File: src/rtl/dpot_bus_pkg.sv
package dpot_bus_pkg;

    localparam logic [3:0] DEV_TYPE    = 4'b0101;

    localparam logic [3:0] OP_RD_WIPER = 4'b1001;
    localparam logic [3:0] OP_WR_WIPER = 4'b1010;
    localparam logic [3:0] OP_RD_DREG  = 4'b1011;
    localparam logic [3:0] OP_WR_DREG  = 4'b1100;
    localparam logic [3:0] OP_XFER_D2W = 4'b1101;
    localparam logic [3:0] OP_XFER_W2D = 4'b1110;
    localparam logic [3:0] OP_STEP     = 4'b0010;

    typedef enum logic [3:0] {
        ST_IDLE,
        ST_ADDR,
        ST_ADDR_ACK,
        ST_INSTR,
        ST_INSTR_ACK,
        ST_WDATA,
        ST_WDATA_ACK,
        ST_RDATA,
        ST_MACK,
        ST_STEP,
        ST_HOLD
    } fsm_e;

    function automatic logic op_known(input logic [3:0] op);
        case (op)
            OP_RD_WIPER, OP_WR_WIPER, OP_RD_DREG, OP_WR_DREG,
            OP_XFER_D2W, OP_XFER_W2D, OP_STEP: return 1'b1;
            default:                           return 1'b0;
        endcase
    endfunction

endpackage

File: src/rtl/dpot_line_cond.sv
module dpot_line_cond #(
    parameter int SYNC_STAGES = 2
) (
    input  logic clk,
    input  logic rst_n,
    input  logic scl_i,
    input  logic sda_i,
    output logic scl_lvl,
    output logic sda_lvl,
    output logic scl_rise,
    output logic scl_fall,
    output logic start_evt,
    output logic stop_evt
);

    localparam int TOP = SYNC_STAGES - 1;

    typedef struct packed {
        logic [SYNC_STAGES-1:0] scl_sh;
        logic [SYNC_STAGES-1:0] sda_sh;
        logic                   scl_prev;
        logic                   sda_prev;
    } line_st_t;

    line_st_t q, d;
    logic [SYNC_STAGES-1:0] scl_nxt, sda_nxt;

    generate
        if (SYNC_STAGES == 1) begin : g_single
            assign scl_nxt = scl_i;
            assign sda_nxt = sda_i;
        end else begin : g_chain
            assign scl_nxt = {q.scl_sh[SYNC_STAGES-2:0], scl_i};
            assign sda_nxt = {q.sda_sh[SYNC_STAGES-2:0], sda_i};
        end
    endgenerate

    always_comb begin
        d          = q;
        d.scl_sh   = scl_nxt;
        d.sda_sh   = sda_nxt;
        d.scl_prev = q.scl_sh[TOP];
        d.sda_prev = q.sda_sh[TOP];
    end

    always_ff @(posedge clk or negedge rst_n) begin
        if (!rst_n) q <= '1;
        else        q <= d;
    end

    assign scl_lvl   = q.scl_sh[TOP];
    assign sda_lvl   = q.sda_sh[TOP];
    assign scl_rise  = scl_lvl & ~q.scl_prev;
    assign scl_fall  = ~scl_lvl & q.scl_prev;
    assign start_evt = scl_lvl & q.scl_prev & q.sda_prev & ~sda_lvl;
    assign stop_evt  = scl_lvl & q.scl_prev & ~q.sda_prev & sda_lvl;

endmodule

File: src/rtl/dpot_cmd_fsm.sv
module dpot_cmd_fsm
    import dpot_bus_pkg::*;
#(
    parameter int VAL_W = 6
) (
    input  logic             clk,
    input  logic             rst_n,
    input  logic             scl_lvl,
    input  logic             sda_lvl,
    input  logic             scl_rise,
    input  logic             scl_fall,
    input  logic             start_evt,
    input  logic             stop_evt,
    input  logic [2:0]       addr_pins,
    input  logic             nv_busy,
    input  logic [VAL_W-1:0] wiper_val,
    input  logic [VAL_W-1:0] dreg_val,
    output logic             sda_pd,
    output logic [1:0]       reg_sel,
    output logic [VAL_W-1:0] wr_data,
    output logic             wiper_load,
    output logic             dreg_load,
    output logic             xfer_to_wiper,
    output logic             xfer_to_dreg,
    output logic             step,
    output logic             step_up
);

    localparam logic [3:0] BITS_PER_BYTE = 4'd8;

    typedef struct packed {
        fsm_e             state;
        logic [3:0]       cnt;
        logic [7:0]       sh;
        logic [3:0]       op;
        logic [1:0]       sel;
        logic             pd;
        logic             dir;
        logic [VAL_W-1:0] wdata;
        logic             wiper_ld;
        logic             dreg_ld;
        logic             x_d2w;
        logic             x_w2d;
        logic             step;
    } fsm_st_t;

    fsm_st_t q, d;
    logic       addr_hit;
    logic [7:0] rd_byte;

    assign addr_hit = (q.sh[7:4] == DEV_TYPE) && (q.sh[3] == addr_pins[2]) &&
                      (q.sh[2] == addr_pins[1]) && !q.sh[1] &&
                      (q.sh[0] == addr_pins[0]);
    assign rd_byte  = (q.op == OP_RD_WIPER) ? 8'(wiper_val) : 8'(dreg_val);

    always_comb begin
        d          = q;
        d.wiper_ld = 1'b0;
        d.dreg_ld  = 1'b0;
        d.x_d2w    = 1'b0;
        d.x_w2d    = 1'b0;
        d.step     = 1'b0;
        if (start_evt) begin
            d.state = ST_ADDR;
            d.cnt   = '0;
            d.pd    = 1'b0;
        end else if (stop_evt) begin
            d.state = ST_IDLE;
            d.pd    = 1'b0;
        end else begin
            case (q.state)
                ST_ADDR, ST_INSTR, ST_WDATA: begin
                    if (scl_rise && (q.cnt < BITS_PER_BYTE)) begin
                        d.sh  = {q.sh[6:0], sda_lvl};
                        d.cnt = q.cnt + 4'd1;
                    end else if (scl_fall && (q.cnt == BITS_PER_BYTE)) begin
                        case (q.state)
                            ST_ADDR: begin
                                if (addr_hit && !nv_busy) begin
                                    d.state = ST_ADDR_ACK;
                                    d.pd    = 1'b1;
                                end else begin
                                    d.state = ST_IDLE;
                                end
                            end
                            ST_INSTR: begin
                                if (op_known(q.sh[7:4]) && (q.sh[1:0] == 2'b00)) begin
                                    d.op    = q.sh[7:4];
                                    d.sel   = q.sh[3:2];
                                    d.state = ST_INSTR_ACK;
                                    d.pd    = 1'b1;
                                end else begin
                                    d.state = ST_IDLE;
                                end
                            end
                            default: begin
                                d.wdata = q.sh[VAL_W-1:0];
                                d.state = ST_WDATA_ACK;
                                d.pd    = 1'b1;
                            end
                        endcase
                    end
                end
                ST_ADDR_ACK: begin
                    if (scl_fall) begin
                        d.pd    = 1'b0;
                        d.cnt   = '0;
                        d.state = ST_INSTR;
                    end
                end
                ST_INSTR_ACK: begin
                    if (scl_fall) begin
                        d.pd  = 1'b0;
                        d.cnt = '0;
                        case (q.op)
                            OP_RD_WIPER, OP_RD_DREG: begin
                                d.sh    = rd_byte;
                                d.pd    = ~rd_byte[7];
                                d.state = ST_RDATA;
                            end
                            OP_WR_WIPER, OP_WR_DREG: d.state = ST_WDATA;
                            OP_XFER_D2W: begin
                                d.x_d2w = 1'b1;
                                d.state = ST_HOLD;
                            end
                            OP_XFER_W2D: begin
                                d.x_w2d = 1'b1;
                                d.state = ST_HOLD;
                            end
                            OP_STEP: d.state = ST_STEP;
                            default: d.state = ST_IDLE;
                        endcase
                    end
                end
                ST_WDATA_ACK: begin
                    if (scl_fall) begin
                        d.pd       = 1'b0;
                        d.wiper_ld = (q.op == OP_WR_WIPER);
                        d.dreg_ld  = (q.op == OP_WR_DREG);
                        d.state    = ST_HOLD;
                    end
                end
                ST_RDATA: begin
                    if (scl_fall) begin
                        d.sh  = {q.sh[6:0], 1'b0};
                        d.cnt = q.cnt + 4'd1;
                        if (q.cnt == BITS_PER_BYTE - 4'd1) begin
                            d.state = ST_MACK;
                            d.pd    = 1'b0;
                        end else begin
                            d.pd = ~q.sh[6];
                        end
                    end
                end
                ST_MACK: begin
                    if (scl_fall) d.state = ST_HOLD;
                end
                ST_STEP: begin
                    if (scl_rise) d.dir  = sda_lvl;
                    if (scl_fall) d.step = 1'b1;
                end
                default: ;
            endcase
        end
    end

    always_ff @(posedge clk or negedge rst_n) begin
        if (!rst_n) q <= '0;
        else        q <= d;
    end

    assign sda_pd        = q.pd;
    assign reg_sel       = q.sel;
    assign wr_data       = q.wdata;
    assign wiper_load    = q.wiper_ld;
    assign dreg_load     = q.dreg_ld;
    assign xfer_to_wiper = q.x_d2w;
    assign xfer_to_dreg  = q.x_w2d;
    assign step          = q.step;
    assign step_up       = q.dir;

    AST_PD_SCL_LOW: assert property (@(posedge clk) disable iff (!rst_n)
        ((sda_pd != $past(sda_pd)) && !$past(start_evt) && !$past(stop_evt)) |-> !$past(scl_lvl));
    AST_ONE_STROBE: assert property (@(posedge clk) disable iff (!rst_n)
        $onehot0({wiper_load, dreg_load, xfer_to_wiper, xfer_to_dreg, step}));
    AST_STEP_SINGLE: assert property (@(posedge clk) disable iff (!rst_n)
        step |=> !step);
    AST_BUSY_NO_ACK: assert property (@(posedge clk) disable iff (!rst_n)
        ((q.state == ST_ADDR_ACK) && ($past(q.state) == ST_ADDR)) |-> !$past(nv_busy));
    AST_STOP_IDLE: assert property (@(posedge clk) disable iff (!rst_n)
        ($past(stop_evt) && !$past(start_evt)) |-> (q.state == ST_IDLE));
    AST_STEP_IN_MODE: assert property (@(posedge clk) disable iff (!rst_n)
        step |-> ($past(q.state) == ST_STEP));
    AST_XFER_AFTER_CMD: assert property (@(posedge clk) disable iff (!rst_n)
        (xfer_to_wiper || xfer_to_dreg) |-> ($past(q.state) == ST_INSTR_ACK));

endmodule

File: src/rtl/dpot_bus_slave.sv
module dpot_bus_slave #(
    parameter int SYNC_STAGES = 2,
    parameter int VAL_W       = 6
) (
    input  logic             clk,
    input  logic             rst_n,
    input  logic             scl_i,
    input  logic             sda_i,
    input  logic [2:0]       addr_pins_i,
    input  logic             nv_busy_i,
    input  logic [VAL_W-1:0] wiper_val_i,
    input  logic [VAL_W-1:0] dreg_val_i,
    output logic             sda_pd_o,
    output logic [1:0]       reg_sel_o,
    output logic [VAL_W-1:0] wr_data_o,
    output logic             wiper_load_o,
    output logic             dreg_load_o,
    output logic             xfer_to_wiper_o,
    output logic             xfer_to_dreg_o,
    output logic             step_o,
    output logic             step_up_o
);

    logic scl_lvl, sda_lvl, scl_rise, scl_fall, start_evt, stop_evt;

    dpot_line_cond #(.SYNC_STAGES(SYNC_STAGES)) u_line (
        .clk       (clk),
        .rst_n     (rst_n),
        .scl_i     (scl_i),
        .sda_i     (sda_i),
        .scl_lvl   (scl_lvl),
        .sda_lvl   (sda_lvl),
        .scl_rise  (scl_rise),
        .scl_fall  (scl_fall),
        .start_evt (start_evt),
        .stop_evt  (stop_evt)
    );

    dpot_cmd_fsm #(.VAL_W(VAL_W)) u_fsm (
        .clk           (clk),
        .rst_n         (rst_n),
        .scl_lvl       (scl_lvl),
        .sda_lvl       (sda_lvl),
        .scl_rise      (scl_rise),
        .scl_fall      (scl_fall),
        .start_evt     (start_evt),
        .stop_evt      (stop_evt),
        .addr_pins     (addr_pins_i),
        .nv_busy       (nv_busy_i),
        .wiper_val     (wiper_val_i),
        .dreg_val      (dreg_val_i),
        .sda_pd        (sda_pd_o),
        .reg_sel       (reg_sel_o),
        .wr_data       (wr_data_o),
        .wiper_load    (wiper_load_o),
        .dreg_load     (dreg_load_o),
        .xfer_to_wiper (xfer_to_wiper_o),
        .xfer_to_dreg  (xfer_to_dreg_o),
        .step          (step_o),
        .step_up       (step_up_o)
    );

endmodule

File: config.mk
export PLATFORM = sky130hd
export DESIGN_NAME = dpot_bus_slave
export DESIGN_NICKNAME = d
export VERILOG_FILES = /design/src/rtl/dpot_bus_pkg.sv /design/src/rtl/dpot_line_cond.sv /design/src/rtl/dpot_cmd_fsm.sv /design/src/rtl/dpot_bus_slave.sv
export SDC_FILE = /design/constraint.sdc
export NUM_CORES = 1
export LEC_CHECK = 0
export BUFFER_PORTS_ARGS = -buffer_cell sky130_fd_sc_hd__buf_2
export CAP_MARGIN = 5
export CELL_PAD_IN_SITES_DETAIL_PLACEMENT = 1
export CELL_PAD_IN_SITES_GLOBAL_PLACEMENT = 1
export CORE_MARGIN = 2
export CORE_UTILIZATION = 44
export CTS_BUF_LIST = sky130_fd_sc_hd__clkbuf_16
export DETAILED_ROUTE_END_ITERATION = 12
export PLACE_DENSITY = 0.89
export RECOVER_POWER = 100
export SETUP_SLACK_MARGIN = 0.4
export SLEW_MARGIN = 40
export SYNTH_ARGS = -nofsm -noshare
export SYNTH_HDL_FRONTEND = slang
export SYNTH_SLANG_ARGS = --single-unit
File: constraint.sdc
create_clock -name clk -period 2.7 [get_ports clk]
set_input_delay 0.405 -clock clk [delete_from_list [all_inputs] [get_ports clk]]
set_output_delay 0.405 -clock clk [all_outputs]
set_load 0.02 [all_outputs]
==> key figures, run 1 <==
Run status
  • Run status: complete, no violations

Global routing
  • Pin count of the biggest net entering global routing: 42
  • Met1 track demand over resource in global routing: 29.76%
  • Met3 global-route usage: 4.253%
  • Overall fraction of global-route tracks in use: 22.93%
  • Via count of the first global-routing pass: 2140
  • Global-route wire length before repair: approximately 11 mm
  • Initial antenna violation count: 0
  • Aggregate global routing overflow: 0
  • Met2 Track Usage GR: 38.10%
  • Top Usage Layer GRT: met2

Worst setup path
  • End of the worst register-to-register path: u_fsm.q[31]
  • Largest fanout on the critical path: 9
  • Worst endpoint data arrival time: approximately 2.5 ns
  • CP startpoint kind: flop
  • Startpoint-to-endpoint class of the critical path: reg -> reg
  • Source of the worst register-to-register timing path: u_line.scl_lvl
  • Setup slack on the worst flop-to-flop path: roughly 0.35 ns
  • Logic depth of the worst register-to-register path: 5
  • Required time of the critical path: 2.86 ns
  • Endpoint type of the worst setup path: flop

Clock tree
  • CTS tree: yes
  • H-tree Lvls: 2
  • Clock buffer depth: 2
  • Number of sinks on the clock net: 41
  • Clock transition time at the flip-flop clock pins of the worst setup and hold paths: 0.06 ns
  • Root buffer cell: clkbuf_16
  • Clk Latency, worst-skew pair: 0.28 ns
  • Total CTS buffers: 5
  • Post-CTS setup buffer count: 0

Die
  • Area of the core: 5205 sq um
  • Initial Utilization: a little under half
  • Die Span X: 78.10 um
  • Top-level port count: 35
  • Chip height: 78.10 um
  • Site row count: 26
  • Die Area: 6100 sq um

Power
  • Clock group share of total power: 23.1%
  • Net switching power of the design: 0.9789 mW
  • Proportion of power drawn by flip-flops and latches: about two fifths
  • Part of the total power dissipated in combinational logic: 36.2%
  • Static leakage power: 1.193 nW
  • Post-layout power: 2.428 mW
  • Maximum resistive drop on vdd: 0.5232 mV
  • Switching Fraction: 40.31%
  • Power per standard cell area: 904.3 nW/um^2
  • Internal cell power: 1.449 mW

STA
  • Pin slew with the least headroom to its limit: 0.7236 ns
  • Hold Violations, Final: 0
  • Setup violations, final: 0
  • Relative slew margins: approximately 52%
  • Unrepaired setup endpoints after global routing: false
  • Post-route clock period utilization: between 80% and 90%
  • Skew final: ~0.0031 ns
  • Fmax: between 400 and 500 MHz
  • Summed negative setup slack over all endpoints: 0 ns
  • Final worst path period need: 2.354 ns
  • Slew Viols, Final: 0

Yosys
  • Number of library cell types mapped by synthesis: 54
  • Sequential element share of the synthesized area: 42.78%
  • Top cells by instance count after synthesis: dfrtp_1 (35), nand2_1 (27), o21ai_0 (15), inv_1 (11), mux2_2 (11)
  • Fraction of registers with async set or reset after synthesis: 100.0%
  • Yosys Warn Count: 0
  • Synthesized area per cell: just under 10 sq um
  • Library cell with the largest summed area after synthesis: dfrtp_1
  • Mapped Nets: 265
  • Primary FF master, synth: dfrtp_1
  • Most common cell in the synthesized netlist: dfrtp_1
  • Post-synth EDFFs: 0
  • Post-synthesis instance total: 243
  • Synth Register Bits: 41
  • Synth top area share: a little over a third
  • Top post-synthesis cells by area: dfrtp_1 (36%), dfstp_2 (6.5%), mux2_2 (5.1%)
  • Netlist Area Pre-Place: 2416 sq um

Worst hold path
  • Class of the most critical hold timing path: in -> async

Drt
  • Detailed Route WL: between 6 and 7 mm
  • # DRC: 0
  • Total number of vias: 1979
  • Number of search-and-repair iterations in the first detailed-routing pass: 4
  • Post-route antenna net violation count: 0
  • Detailed router's first-iteration violation count: roughly 180
  • Per-cell via count in the routed design: 5.855
  • Post-DR wirelength/cell: 18.95 um

Place
  • RD Place Congestion: 0.8676
  • Port buffer count: 34
  • HPWL after detailed placement: between 4 and 5 mm

Final layout
  • Final net count: 289
  • Area added between synthesis and finish: 11.13%
  • Total inserted antenna cells: 0
  • Layout cells sized above 1: 21.64%

Flow run
  • Number of maximum-capacitance constraint violations: 0
[cell families after synthesis]
logic type,synth area share [%]
xor gates and xnor gates,2.900
DFF,42.78
adders and majority gates,1.036
and+or+nand+nor,16.99
AOI/OAI and AO/OA,15.38
muxes,13.93
buffers and inverters,6.991
[power by group through the flow]
stage	combinational (mW)	sequential, mW	clock [mW]
floorplan	0.775	0.832	0
detailed placement	0.879	0.985	0
CTS	0.898	0.976	0.567
global route	0.982	1.01	0.591
finish	0.879	0.988	0.561
global placement	0.829	0.970	0
[what timing repair did]
action / in CTS / in global routing
hold buffers: 0 / 0
gates resized for setup: 0 / 6
setup endpoints to repair: 0 / 21
[state kept, by name (all words and copies together), names as in the netlist]
signal,cells
u_fsm.xfer_to_wiper,1
u_line.d,2
u_fsm.xfer_to_dreg,1
u_fsm.reg_sel,2
u_line.sda_lvl,1
u_fsm.q,20
u_fsm.step_up,1
u_fsm.step,1
u_line.q,2
u_fsm.dreg_load,1
u_line.scl_lvl,1
u_fsm.wiper_load,1
u_fsm.wr_data,6
u_fsm.sda_pd,1
[cells in the final DEF (no fill, tap or decap), types with 3 or more instances in the layout]
| master | netlist | layout |
|---|---|---|
| clkbuf_16 | 0 | 5 |
| dfstp_2 | 6 | 4 |
| mux2_4 | 6 | 6 |
| mux2i_1 | 10 | 10 |
| a21oi_1 | 5 | 5 |
| nand3_1 | 5 | 5 |
| nor4_1 | 3 | 3 |
| buf_2 | 3 | 18 |
| dfrtp_1 | 35 | 33 |
| nand2_1 | 27 | 27 |
| mux2_2 | 11 | 11 |
| or4_1 | 2 | 3 |
| a211oi_1 | 3 | 3 |
| xnor2_1 | 6 | 6 |
| a22oi_1 | 3 | 3 |
| nor2_1 | 10 | 11 |
| inv_1 | 11 | 11 |
| clkbuf_1 | 6 | 16 |
| nor3_1 | 6 | 6 |
| buf_4 | 8 | 3 |
| nand2b_1 | 9 | 8 |
| o21ai_0 | 15 | 17 |
| o21ai_1 | 5 | 3 |
[stage by stage]
step | cells | setup WS [ns] | area (sq um) | hold WS, ns | utilization (%)
global route | 338 | 0.2101 | 2685 | 0.1442 | 51.59
floorplan | 243 | 0.6468 | 2416 | 0.1094 | -
global placement | 330 | 0.5170 | 2572 | 0.3460 | 49.42
finish | 338 | 0.3458 | 2685 | 0.1011 | 51.59
CTS | 338 | 0.4287 | 2713 | 0.1209 | 52.12
detailed placement | 330 | 0.4049 | 2575 | 0.3517 | 49.47
[worst max-delay path, stage by stage (launching register included)]
cell and delay (ns):
dfstp_1 0.63, nand2b_2 0.32, nor3_4 0.09, o311ai_2 0.65
mux2_1 0.40, a2bb2oi_1 0.14
[routing by layer]
layer | wire, um | share of wire [%]
met5 | 0 | 0
met4 | 144 | 2.2
met3 | 440 | 6.9
met2 | 3139 | 49
met1 | 2680 | 42
[worst max-delay path by stage]
stage	from	endpoint	cells past startpoint
after floorplan	u_line.scl_lvl	u_fsm.q[19]	7
after global placement	u_fsm.q[33]	u_fsm.q[31]	5
after detailed placement	u_fsm.q[34]	u_fsm.q[31]	6
after CTS	u_fsm.q[34]	u_fsm.q[31]	6
after global routing	u_line.scl_lvl	u_fsm.q[31]	5
final	u_line.scl_lvl	u_fsm.q[31]	5
[final cells by class]
cell class                 count  area (sq um)
clock inverter                 3         12.51
timing repair buffer          37         172.7
tap                           70         87.58
fill                         614          2520
clock buffer                   5         125.1
sequential                    41          1036
inverter                      12         45.04
multi-input combinational    170          1206
Note: power is estimated with default switching activity, not from simulation.
==> run 2, diff against run 1 <==
--- a/config.mk
+++ b/config.mk
@@ -19,4 +19,5 @@
 export SLEW_MARGIN = 40
 export SYNTH_ARGS = -nofsm -noshare
 export SYNTH_HDL_FRONTEND = slang
+export SYNTH_HIERARCHICAL = 1
 export SYNTH_SLANG_ARGS = --single-unit
==> key figures, run 2 <==
Run status
  • Run status: complete, no violations (unchanged)

STA
  • Slew Viols, Final: 0 (unchanged)
  • Final worst path period need: 2.341 ns (was 2.354 ns)
  • Pin slew with the least headroom to its limit: 0.6160 ns (was 0.7236 ns)
  • Relative slew margins: 58.74% (was 51.68%)
  • Skew final: 0.007416 ns (was 0.003073 ns)
  • Hold Violations, Final: 0 (unchanged)
  • Unrepaired setup endpoints after global routing: false (unchanged)
  • Fmax: 427.3 MHz (was 424.8 MHz)
  • Summed negative setup slack over all endpoints: 0 ns (unchanged)
  • Post-route clock period utilization: 86.69% (was 87.19%)
  • Setup violations, final: 0 (unchanged)

Place
  • HPWL after detailed placement: 4.568 mm (was 4.594 mm)
  • RD Place Congestion: 0.8273 (was 0.8676)
  • Dpl cell area: 2629 sq um (was 2575 sq um)
  • Port buffer count: 34 (unchanged)

Die
  • Area of the core: 5439 sq um (was 5205 sq um)
  • Initial Utilization: 44.97% (was 46.42%)
  • Chip height: 78.56 um (was 78.10 um)
  • Top-level port count: 35 (unchanged)
  • Site row count: 27 (was 26)
  • Die Area: 6172 sq um (was 6100 sq um)
  • Die Span X: 78.56 um (was 78.10 um)

Yosys
  • Synth top area share: 35.81% (was 36.25%)
  • Most common cell in the synthesized netlist: dfrtp_1 (unchanged)
  • Library cell with the largest summed area after synthesis: dfrtp_1 (unchanged)
  • Mapped Nets: 268 (was 265)
  • Netlist Area Pre-Place: 2446 sq um (was 2416 sq um)
  • Synthesized area per cell: 9.943 sq um (about the same)
  • Fraction of registers with async set or reset after synthesis: 100.0% (unchanged)
  • Top cells by instance count after synthesis: dfrtp_1 (35), o21ai_0 (22), mux2_2 (20), nand2_1 (20), inv_1 (9) (was dfrtp_1 (35), nand2_1 (27), o21ai_0 (15), inv_1 (11), mux2_2 (11))
  • Post-synth EDFFs: 0 (unchanged)
  • Post-synthesis instance total: 246 (was 243)
  • Yosys Warn Count: 6 (was 0)
  • Primary FF master, synth: dfrtp_1 (unchanged)
  • Number of library cell types mapped by synthesis: 59 (was 54)
  • Sequential element share of the synthesized area: 42.25% (was 42.78%)
  • Top post-synthesis cells by area: dfrtp_1 (36%), mux2_2 (9.2%), dfstp_2 (6.4%) (was dfrtp_1 (36%), dfstp_2 (6.5%), mux2_2 (5.1%))
  • Synth Register Bits: 41 (unchanged)

Clock tree
  • Hold bufs inserted after CTS: 0 (unchanged)
  • Clk Latency, worst-skew pair: 0.28 ns (about the same)
  • CTS tree: yes (unchanged)
  • Clock buffer depth: 2 (unchanged)
  • Clock transition time at the flip-flop clock pins of the worst setup and hold paths: 0.06 ns (about the same)
  • Root buffer cell: clkbuf_16 (unchanged)
  • Total CTS buffers: 5 (unchanged)
  • Number of sinks on the clock net: 41 (unchanged)
  • H-tree Lvls: 2 (unchanged)

Drt
  • Post-DR wirelength/cell: 19.22 um (was 18.95 um)
  • Total number of vias: 2073 (was 1979)
  • Detailed router's first-iteration violation count: 129 (was 177)
  • Post-route antenna net violation count: 0 (unchanged)
  • Per-cell via count in the routed design: 5.873 (was 5.855)
  • # DRC: 0 (unchanged)
  • Detailed Route WL: 6.783 mm (was 6.405 mm)
  • Number of search-and-repair iterations in the first detailed-routing pass: 4 (unchanged)

Global routing
  • Overall fraction of global-route tracks in use: 23.31% (was 22.93%)
  • Global-route wire length before repair: 11.12 mm (was 10.87 mm)
  • Pin count of the biggest net entering global routing: 42 (unchanged)
  • Aggregate global routing overflow: 0 (unchanged)
  • Initial antenna violation count: 0 (unchanged)
  • Via count of the first global-routing pass: 2157 (was 2140)

Power
  • Proportion of power drawn by flip-flops and latches: 35.3% (was 40.7%)
  • Part of the total power dissipated in combinational logic: 41.3% (was 36.2%)
  • Internal cell power: 1.710 mW (was 1.449 mW)
  • Power per standard cell area: 1006 nW/um^2 (was 904.3 nW/um^2)
  • Maximum resistive drop on vdd: 0.4415 mV (was 0.5232 mV)
  • Clock group share of total power: 23.4% (was 23.1%)
  • Static leakage power: 1.210 nW (was 1.193 nW)
  • Net switching power of the design: 1.144 mW (was 0.9789 mW)
  • Switching Fraction: 40.09% (was 40.31%)

Final layout
  • Leading cell type in the layout, fill and taps excluded: dfrtp_1 (unchanged)
  • Final core utilization: 52.15% (was 51.59%)
  • Area added between synthesis and finish: 15.96% (was 11.13%)
  • Layout cells sized above 1: 26.69% (was 21.64%)
  • Total inserted antenna cells: 0 (unchanged)
  • Flip-flop count of the largest register after layout: 20 (unchanged)
  • Multi-input gate area in the final layout: 1262 sq um (was 1206 sq um)
  • Most flop-heavy register: u_fsm/q (was u_fsm.q)
  • Layout fillers: 638 (was 614)
  • Finished Cell Area: 2836 sq um (was 2685 sq um)
  • Top library cells by usage in the layout, fill and taps aside: dfrtp_1 (34), o21ai_0 (21), nand2_1 (20), mux2_2 (20), buf_2 (18) (was dfrtp_1 (33), nand2_1 (27), buf_2 (18))
  • Final net count: 302 (was 289)
  • Area taken by flip-flops and latches: 1035 sq um (was 1036 sq um)

Worst setup path
  • Logic depth of the worst register-to-register path: 7 (was 5)
  • Source of the worst register-to-register timing path: u_line/sda_lvl (was u_line.scl_lvl)
  • Slowest library cell on the worst path: dfstp_1 (was o311ai_2)
  • Required time of the critical path: 2.87 ns (was 2.86 ns)
  • Endpoint type of the worst setup path: flop (unchanged)
  • End of the worst register-to-register path: u_fsm/wr_data[5] (was u_fsm.q[31])
  • Series of cell instances along the critical path: buf_4, and4b_1, or2_0, nor2_4, clkbuf_4, nand4_1, mux2_2 (was nand2b_2, nor3_4, o311ai_2, mux2_1, a2bb2oi_1)
  • Largest fanout on the critical path: 6 (was 9)
  • Setup slack on the worst flop-to-flop path: 0.36 ns (was 0.35 ns)
  • Worst endpoint data arrival time: 2.51 ns (was 2.52 ns)
  • Slowest Stage Delay on Critical Path: 0.55 ns (was 0.65 ns)
  • CP startpoint kind: flop (unchanged)
  • Startpoint-to-endpoint class of the critical path: reg -> reg (unchanged)

Worst hold path
  • Class of the most critical hold timing path: in -> async (unchanged)

Flow run
  • Number of maximum-capacitance constraint violations: 0 (unchanged)
[run 2: cell types whose count changed in the layout (fill, tap and decap cells not counted), sizes merged, moves of 4 or more]
cell / before / now
a21oi: 5 / 9
nor2b: 2 / 7
o21ai: 20 / 24
buf: 21 / 30
nand2: 27 / 20
[run 2: worst max path at each step]
| stage | endpoint | slack, ns | from | cells past startpoint |
|---|---|---|---|---|
| after detailed placement | u_fsm/q[15] | 0.34 | u_line/sda_lvl | 6 |
| after CTS | u_fsm/q[17] | 0.44 | u_line/sda_lvl | 7 |
| final | u_fsm/wr_data[5] | 0.36 | u_line/sda_lvl | 7 |
| after global placement | u_fsm/reg_sel[1] | 0.41 | u_line/sda_lvl | 6 |
| after global routing | u_fsm/q[25] | 0.23 | u_line/sda_lvl | 7 |
| after floorplan | u_fsm/q[15] | 0.54 | u_line/q[1] | 6 |
[run 2: cells by family after synthesis]
kind of cell,share of synthesized area (%)
fa+ha+maj,1.023
compound gates,16.11
mux,12.07
buf+inv,6.189
simple gates,20.20
flops,42.25
xor+xnor,2.148
[run 2: metrics by stage]
step | hold slack (ns) | setup slack [ns] | power (mW) | std cells
final | 0.1023 | 0.3595 | 2.854 | 353
after global routing | 0.1402 | 0.2350 | 3.040 | 353
after CTS | 0.1231 | 0.4392 | 2.831 | 346
after global placement | 0.3462 | 0.4105 | 2.045 | 337
after detailed placement | 0.3492 | 0.3408 | 2.124 | 337
after floorplan | 0.1094 | 0.5427 | 1.823 | 246
[run 2: area by class of cell]
class,count,area share [%]
Clock inverter,3,1.367
Timing Repair Buffer,47,8.866
Inverter,9,1.191
Tap cell,72,3.176
Clock buffer,5,4.411
Sequential cell,41,36.48
Multi-Input combinational cell,176,44.51
[run 2: per-layer routing]
| layer | part of all wire, % | vias up | track usage, % |
|---|---|---|---|
| li1 | - | 947 | - |
| met1 | 42 | 1043 | 29.61 |
| met2 | 52 | 70 | 40.85 |
| met3 | 3.9 | 13 | 3.678 |
| met4 | 1.8 | 0 | 6.667 |
| met5 | 0 | - | 0 |
[run 2: timing repair]
action,in CTS,in global routing
pin swaps,1,3
gates resized for setup,2,7
setup endpoints to repair,13,18
setup buffers,1,7
[run 2: critical path, delay by kind of cell (launching register included)]
kind	cells	cell delay [ns]
buffers and inverters	2	0.29
muxes	1	0.39
DFF	1	0.55
and+or+nand+nor	4	0.99
[run 2: power by group through the flow]
stage	clock (mW)	sequential, mW	combinational [mW]
global route	0.706	1.04	1.30
detailed placement	0	1.00	1.12
CTS	0.679	0.999	1.15
global placement	0	0.990	1.06
floorplan	0	0.919	0.904
finish	0.668	1.01	1.18
